### config.mk
export PLATFORM = sky130hd
export DESIGN_NAME = sof_timer_top
export DESIGN_NICKNAME = d
export VERILOG_FILES = /design/src/rtl/sof_pkg.sv /design/src/rtl/sof_cfg_regs.sv /design/src/rtl/sof_frame_counter.sv /design/src/rtl/sof_timer_top.sv
export SDC_FILE = /design/constraint.sdc
export NUM_CORES = 1
export LEC_CHECK = 0
export BUFFER_PORTS_ARGS = -buffer_cell sky130_fd_sc_hd__buf_4
export CAP_MARGIN = 5
export CORE_UTILIZATION = 37
export DETAILED_ROUTE_END_ITERATION = 12
export PLACE_DENSITY = 0.66
export SLEW_MARGIN = 20
export SYNTH_ARGS = -nofsm -noshare
export SYNTH_HDL_FRONTEND = slang
export SYNTH_HIERARCHICAL = 1
export SYNTH_SLANG_ARGS = --single-unit
export TNS_END_PERCENT = 10
### constraint.sdc
create_clock -name clk -period 2.7 [get_ports clk]
set_input_delay 0.405 -clock clk [delete_from_list [all_inputs] [get_ports clk]]
set_output_delay 0.405 -clock clk [all_outputs]
set_load 0.05 [all_outputs]
### src/rtl/sof_pkg.sv
package sof_pkg;

  // Microframe length in timer clocks for a given adjustment value.
  function automatic int unsigned frame_len(input int unsigned base,
                                            input int unsigned step,
                                            input int unsigned adj);
    return base + step * adj;
  endfunction

  typedef enum logic [1:0] {
    SEL_NONE = 2'd0,
    SEL_REL  = 2'd1,
    SEL_ADJ  = 2'd2
  } reg_sel_e;

endpackage

### src/rtl/sof_cfg_regs.sv
module sof_cfg_regs #(
  parameter int unsigned ADDR_W    = 8,
  parameter int unsigned DATA_W    = 8,
  parameter int unsigned ADJ_W     = 6,
  parameter int unsigned ADJ_RESET = 32,
  parameter int unsigned REL_ADDR  = 'h60,
  parameter int unsigned ADJ_ADDR  = 'h61,
  parameter int unsigned REL_VALUE = 'h20
) (
  input  logic              clk,
  input  logic              rst,
  input  logic [ADDR_W-1:0] addr,
  input  logic              wr,
  input  logic [DATA_W-1:0] wdata,
  output logic [DATA_W-1:0] rdata,
  output logic [ADJ_W-1:0]  adj
);
  import sof_pkg::*;

  localparam int unsigned RSV_W = DATA_W - ADJ_W;

  reg_sel_e         sel;
  logic             adj_wr_evt;
  logic [ADJ_W-1:0] adj_q;

  always_comb begin
    if (addr == ADDR_W'(ADJ_ADDR))      sel = SEL_ADJ;
    else if (addr == ADDR_W'(REL_ADDR)) sel = SEL_REL;
    else                                sel = SEL_NONE;
  end

  assign adj_wr_evt = wr && (sel == SEL_ADJ);

  always_ff @(posedge clk) begin
    if (rst)             adj_q <= ADJ_W'(ADJ_RESET);
    else if (adj_wr_evt) adj_q <= wdata[ADJ_W-1:0];
  end

  always_comb begin
    unique case (sel)
      SEL_ADJ: rdata = {{RSV_W{1'b0}}, adj_q};
      SEL_REL: rdata = DATA_W'(REL_VALUE);
      default: rdata = '0;
    endcase
  end

  assign adj = adj_q;

  assert_adj_write_R3: assert property (@(posedge clk) disable iff (rst)
    adj_wr_evt |=> adj_q == $past(wdata[ADJ_W-1:0]));
  assert_adj_hold_R9: assert property (@(posedge clk) disable iff (rst)
    !adj_wr_evt |=> $stable(adj_q));
  assert_rsv_zero_R4: assert property (@(posedge clk) disable iff (rst)
    (addr == ADDR_W'(ADJ_ADDR)) |-> rdata[DATA_W-1:ADJ_W] == '0);
  assert_rel_const_R5: assert property (@(posedge clk) disable iff (rst)
    (addr == ADDR_W'(REL_ADDR)) |-> rdata == DATA_W'(REL_VALUE));
  assert_unmapped_zero_R9: assert property (@(posedge clk) disable iff (rst)
    (addr != ADDR_W'(REL_ADDR) && addr != ADDR_W'(ADJ_ADDR)) |-> rdata == '0);

endmodule

### src/rtl/sof_frame_counter.sv
module sof_frame_counter #(
  parameter int unsigned CNT_W     = 16,
  parameter int unsigned ADJ_W     = 6,
  parameter int unsigned BASE_LEN  = 59488,
  parameter int unsigned STEP_LEN  = 16,
  parameter int unsigned ADJ_RESET = 32
) (
  input  logic             clk,
  input  logic             rst,
  input  logic             run,
  input  logic [ADJ_W-1:0] adj,
  output logic [CNT_W-1:0] count,
  output logic             sof_pulse,
  output logic             wrap_evt
);
  import sof_pkg::*;

  localparam logic [CNT_W-1:0] RESET_LEN = CNT_W'(frame_len(BASE_LEN, STEP_LEN, ADJ_RESET));

  logic [CNT_W-1:0] cnt_q;
  logic [CNT_W-1:0] len_q;
  logic [CNT_W-1:0] next_len;
  logic             pulse_q;
  logic             at_last;

  assign next_len = CNT_W'(frame_len(BASE_LEN, STEP_LEN, 32'(adj)));
  assign at_last  = (cnt_q == len_q - 1'b1);
  assign wrap_evt = run && at_last;

  always_ff @(posedge clk) begin
    if (rst) begin
      cnt_q   <= '0;
      len_q   <= RESET_LEN;
      pulse_q <= 1'b0;
    end else if (!run) begin
      cnt_q   <= '0;
      len_q   <= next_len;
      pulse_q <= 1'b0;
    end else if (at_last) begin
      cnt_q   <= '0;
      len_q   <= next_len;
      pulse_q <= 1'b1;
    end else begin
      cnt_q   <= cnt_q + 1'b1;
      pulse_q <= 1'b0;
    end
  end

  assign count     = cnt_q;
  assign sof_pulse = pulse_q;

  assert_cnt_in_frame_R1: assert property (@(posedge clk) disable iff (rst)
    cnt_q < len_q);
  assert_pulse_at_zero_R7: assert property (@(posedge clk) disable iff (rst)
    pulse_q |-> cnt_q == '0);
  assert_pulse_single_R7: assert property (@(posedge clk) disable iff (rst)
    pulse_q |=> !pulse_q);
  assert_idle_hold_R8: assert property (@(posedge clk) disable iff (rst)
    !run |=> (cnt_q == '0) && !pulse_q);
  assert_len_frozen_R6: assert property (@(posedge clk) disable iff (rst)
    (run && !wrap_evt) |=> $stable(len_q));
  assert_wrap_pulses_R7: assert property (@(posedge clk) disable iff (rst)
    wrap_evt |=> pulse_q);

endmodule

### src/rtl/sof_timer_top.sv
module sof_timer_top #(
  parameter int unsigned ADDR_W    = 8,
  parameter int unsigned DATA_W    = 8,
  parameter int unsigned CNT_W     = 16,
  parameter int unsigned ADJ_W     = 6,
  parameter int unsigned BASE_LEN  = 59488,
  parameter int unsigned STEP_LEN  = 16,
  parameter int unsigned ADJ_RESET = 32,
  parameter int unsigned REL_ADDR  = 'h60,
  parameter int unsigned ADJ_ADDR  = 'h61,
  parameter int unsigned REL_VALUE = 'h20
) (
  input  logic              clk,
  input  logic              rst,
  input  logic              run,
  input  logic [ADDR_W-1:0] reg_addr,
  input  logic              reg_wr,
  input  logic [DATA_W-1:0] reg_wdata,
  output logic [DATA_W-1:0] reg_rdata,
  output logic              sof_pulse,
  output logic [CNT_W-1:0]  frame_count
);

  logic [ADJ_W-1:0] adj_val;
  logic             wrap_evt;

  sof_cfg_regs #(
    .ADDR_W(ADDR_W), .DATA_W(DATA_W), .ADJ_W(ADJ_W), .ADJ_RESET(ADJ_RESET),
    .REL_ADDR(REL_ADDR), .ADJ_ADDR(ADJ_ADDR), .REL_VALUE(REL_VALUE)
  ) regs_i (
    .clk(clk), .rst(rst), .addr(reg_addr), .wr(reg_wr),
    .wdata(reg_wdata), .rdata(reg_rdata), .adj(adj_val)
  );

  sof_frame_counter #(
    .CNT_W(CNT_W), .ADJ_W(ADJ_W), .BASE_LEN(BASE_LEN),
    .STEP_LEN(STEP_LEN), .ADJ_RESET(ADJ_RESET)
  ) cnt_i (
    .clk(clk), .rst(rst), .run(run), .adj(adj_val),
    .count(frame_count), .sof_pulse(sof_pulse), .wrap_evt(wrap_evt)
  );

  assert_reset_idle_R2: assert property (@(posedge clk)
    $past(rst) |-> (frame_count == '0) && !sof_pulse);

endmodule

# Yosys cells after proc, flatten, opt, wreduce, memory -nomap -nowiden
# Index checks and enable logic that the tools add are counted.
[op_classes]
add_sub_neg = 3
n_eq_ne = 6
muxes = 6
bitwise_logic = 1
reduce_logical = 3
[op_table]
columns = ["cell", "count"]
rows = [
  ["$mux 16", 2],
  ["$add 16x1->16 const B", 1],
  ["$add 16x10->16 const A", 1],
  ["$eq 16x16->1", 1],
  ["$eq 8x7->1 const B", 2],
  ["$sub 16x1->16 const B", 1],
  ["$pmux 6 s2", 1],
  ["$reduce_or 3->1", 1],
  ["$eq 2x1->1 const B", 1],
  ["$eq 2x2->1 const B", 1],
  ["$mux 1", 2],
  ["$mux 2", 1],
  ["$ne 2x1->1 const B", 1],
  ["$reduce_or 2->1", 1],
  ["$logic_and 1x1->1", 1],
  ["$not 1->1", 1],
]
[totals]
reg_bits = 39
inputBits = 20
output_inout_bits = 25
wordCells = 23

# Depth between registers and ports, before layout
[depth]
depth_word = 5
ltp_mapped = 9
ltp_nobuf = 8

# Modules after synthesis
# Netlist, hierarchy kept.
[by_module_without_submodules]
columns = ["mod", "instances", "cells_each", "area_each_um2", "seq_area_each_um2"]
rows = [
  ["sof_frame_counter", 1, 138, 1262.5, 480.5],
  ["sof_cfg_regs", 1, 40, 374.1, 120.1],
]

# Worst setup path after synthesis
# No wires, ideal clock.
[synth_path]
kind = "register to register"
from = "reg cnt_i.len_q[4]"
to = "reg cnt_i.len_q[10]"
arrival_time_ps = 2379
slack_ps = 200
stages_incl_launch_ff = 9
n_path_buf = 0
period_less_slack_ps = 2500
path_cell_list = "dfxtp_1 inv_1 ha_1 or3b_1 or4_4 a2111oi_4 o2111ai_4 nand3b_4 a2bb2o_1"
[synth_via]
elab_chain_len = 3
[synth_lines]
columns = ["element", "line_no", "text"]
rows = [
  ["from (decl)", "sof_frame_counter.sv:21", "logic [CNT_W-1:0] len_q;"],
  ["from (signal assigned)", "sof_frame_counter.sv:37", "len_q <= next_len;"],
  ["from (signal assigned)", "sof_frame_counter.sv:41", "len_q <= next_len;"],
  ["$sub 16x1->16", "sof_frame_counter.sv:27", "assign at_last = (cnt_q == len_q - 1'b1);"],
  ["$eq 16x16->1", "sof_frame_counter.sv:27", ""],
  ["$ne 2x1->1 (no line)", "-", ""],
]
# Every way passes these cells.
# A chain may end at the register's enable or synchronous reset.

# Worst setup path after layout
[layout_path]
from = "reg cnt_i.len_q[4]"
to = "reg cnt_i.len_q[4]"
# The elaborated chain is that of the path after synthesis.

==> results.toml <==
[sta]
tns_ns = 0
worst_hold_slack_ns = 0.376
final_max_slew_viol_count = 0
max_freq_mhz = 393
rsz_0062_raised_after_global_routing = "no"
hold_viol = 0
period_minus_slack_ns = 2.54
final_min_period_over_clock_period = 0.942
transition_at_the_pin_with_the_smallest_max_transition_slack_ns = 0.581
max-slew-margin-rel = 0.610
finalSetupViolCount = 0
finClkSkew_ns = 0.00581

[routing]
detail_route.vias_per_cell = 4.86
avgRoutedWirePerCell_um = 11.8
ant_nets = 0
detailedRoute.firstIterationViolations = 66
totalWireLength_um = 3250
route.vias.total = 1341
drt_drc_violations_left = 0
firstDrtPassIters = 4

[global_route]
grt_util_all_layers = 0.155
grt_antenna_before_repair = 0
first_pass_grt_wire_length_um = 5400
grt_pass1_vias = 1224
grt.overflow.total = 0
grt_start_max_net_pins = 16

[cts]
ctsRootBufferMaster = "sky130_fd_sc_hd__clkbuf_8"
cts-buffers-inserted = 5
maximum_clock_path_buffer_count = 2
tritoncts_clock_tree = "yes"
clk_pin_slew_ns = 0.06
clk-insertion-delay-late_ns = 0.28
cts_sinks = 30
cts.hold.buffers_added = 0
htreeDepth = 2

[setup_path]
crit_family = "simple AND/OR/NAND/NOR gates"
timing.critical_path.cells = "inv_1 -> ha_2 -> or3b_1 -> or4_4 -> a2111oi_4 -> o2111ai_4 -> nand3b_4 -> a2bb2o_1"
crit_path_buffers_inverters = 1
worst_ep_arrival_time_ns = 2.71
r2r-start = "cnt_i/len_q[4]$_SDFFE_PP0P_"
worstReg2RegEnd = "cnt_i/len_q[4]$_SDFFE_PP0P_"
worst-r2r-cell-count = 8
critical_path.max_stage_delay_ns = 0.45
critical-path-slowest-cell = "sky130_fd_sc_hd__or4_4"
r2r_setup_slack_ns = 0.16
crit_path_max_fanout = 6
critical_path_required_time_ns = 2.87
timing.critical_path.from_type = "flop"
criticalPathCategory = "reg -> reg"
timing.critical_path.to_type = "flop"

[layout]
layout_commonest_cell = "sky130_fd_sc_hd__buf_4"
fillers = 401
final_cell_mix = "sky130_fd_sc_hd__buf_4 (45), sky130_fd_sc_hd__dfxtp_1 (30), sky130_fd_sc_hd__nor2_1 (24)"
antenna_diode_count = 0
final_layout_size_suffix_gt1_frac = 0.279
syn_to_final_growth_pct = 28.8
final_net_count = 248

[job]
maxCapViolations = 0

[floorplanning]
die_area_mm2 = 0.00468
die_height_um = 68.4
fp.coreArea_mm2 = 0.00412
die-width_um = 68.4
number_of_primary_i_o_pins = 45
placement_rows = 23
floorplan.initialDensity = 0.397

[placement]
numPortBuffers = 40
globalplace.congestion = 0.732
place.detailed.hpwl_um = 2490

[hold_path]
min_delay_startpoint = "reg_wdata[5]"
hold-path-endpoint = "regs_i/adj[5]$_SDFFE_PP1P_"
hold_depth = 3
tightest_hold_check_type = "in -> reg"

[run_status]
status = "completed"

[synthesis]
yosysWarnings = 6
syn_std_cell_area_mm2 = 0.00163
synth_area_per_cell_um2 = 9.22
synthCells = 177

[power]
ir_worst_vdd_v = 0.000234
total_power_uw = 874
pwr_per_cell_area_mw_per_mm2 = 416
static-leakage-power_nw = 0.869
[power breakdown]
| group | switching [mW] | internal (mW) | total (mW) | leakage [nW] |
|---|---|---|---|---|
| sequential | 0.00154 | 0.444 | 0.446 | 0.242 |
| clock | 0.162 | 0.205 | 0.368 | 0.0482 |
| combinational | 0.0317 | 0.0290 | 0.0608 | 0.579 |
[metrics by stage]
stage                util  cells  area, um2  worst slack, ns
global placement    0.486    268       2000            0.123
CTS                 0.509    276       2090           0.0739
floorplan               -    178       1640            0.211
detailed placement  0.486    268       2000           0.0894
finish              0.511    276       2100            0.156
global route        0.511    276       2100          0.00579
[layout make-up]
| type | count | area [um2] | share of cell area |
|---|---|---|---|
| multi-input combinational | 132 | 970 | 0.461 |
| sequential | 30 | 601 | 0.286 |
| inverter | 11 | 41.3 | 0.0196 |
| clock buffer | 7 | 86.3 | 0.0410 |
| tap | 50 | 62.6 | 0.0297 |
| clock inverter | 1 | 5.00 | 0.00238 |
| timing repair buffer | 45 | 338 | 0.161 |
[tightest hold or removal path, stage by stage]
cell and delay [ns]:
sky130_fd_sc_hd__buf_4 0.08, sky130_fd_sc_hd__nor2_1 0.03, sky130_fd_sc_hd__mux2i_1 0.10
[flip-flops by register name, indices dropped and copies added (netlist names)]
name / count
cnt_i/sof_pulse: 1
cnt_i/len_q: 7
regs_i/adj: 6
cnt_i/count: 16
[what timing repair did]
| item | 4_1_cts | 5_1_grt |
|---|---|---|
| endpoints found under the setup margin | 0 | 20 |
| setup buffers | 0 | 0 |
| gates resized for setup | 0 | 2 |
[worst max path at each step]
stage / startpoint / end / slack [ns] / cells past startpoint
floorplan: cnt_i/len_q[4]$_SDFFE_PP0P_ / cnt_i/len_q[10]$_SDFFE_PP0P_ / 0.21 / 8
global placement: cnt_i/len_q[4]$_SDFFE_PP0P_ / cnt_i/len_q[4]$_SDFFE_PP0P_ / 0.12 / 8
detailed placement: cnt_i/len_q[4]$_SDFFE_PP0P_ / cnt_i/len_q[5]$_SDFFE_PP1P_ / 0.09 / 8
CTS: cnt_i/len_q[4]$_SDFFE_PP0P_ / cnt_i/len_q[4]$_SDFFE_PP0P_ / 0.07 / 8
global route: cnt_i/len_q[4]$_SDFFE_PP0P_ / cnt_i/len_q[6]$_SDFFE_PP1P_ / 0.006 / 9
finish: cnt_i/len_q[4]$_SDFFE_PP0P_ / cnt_i/len_q[4]$_SDFFE_PP0P_ / 0.16 / 8
[layer usage]
layer	up-vias	share of wire	GRT usage
met5	-	0	0
met4	0	0.014	0.0729
met3	5	0.033	0.0300
met2	21	0.48	0.240
met1	619	0.48	0.204
li1	696	-	-
No activity file was read; power rests on OpenSTA's default activity.
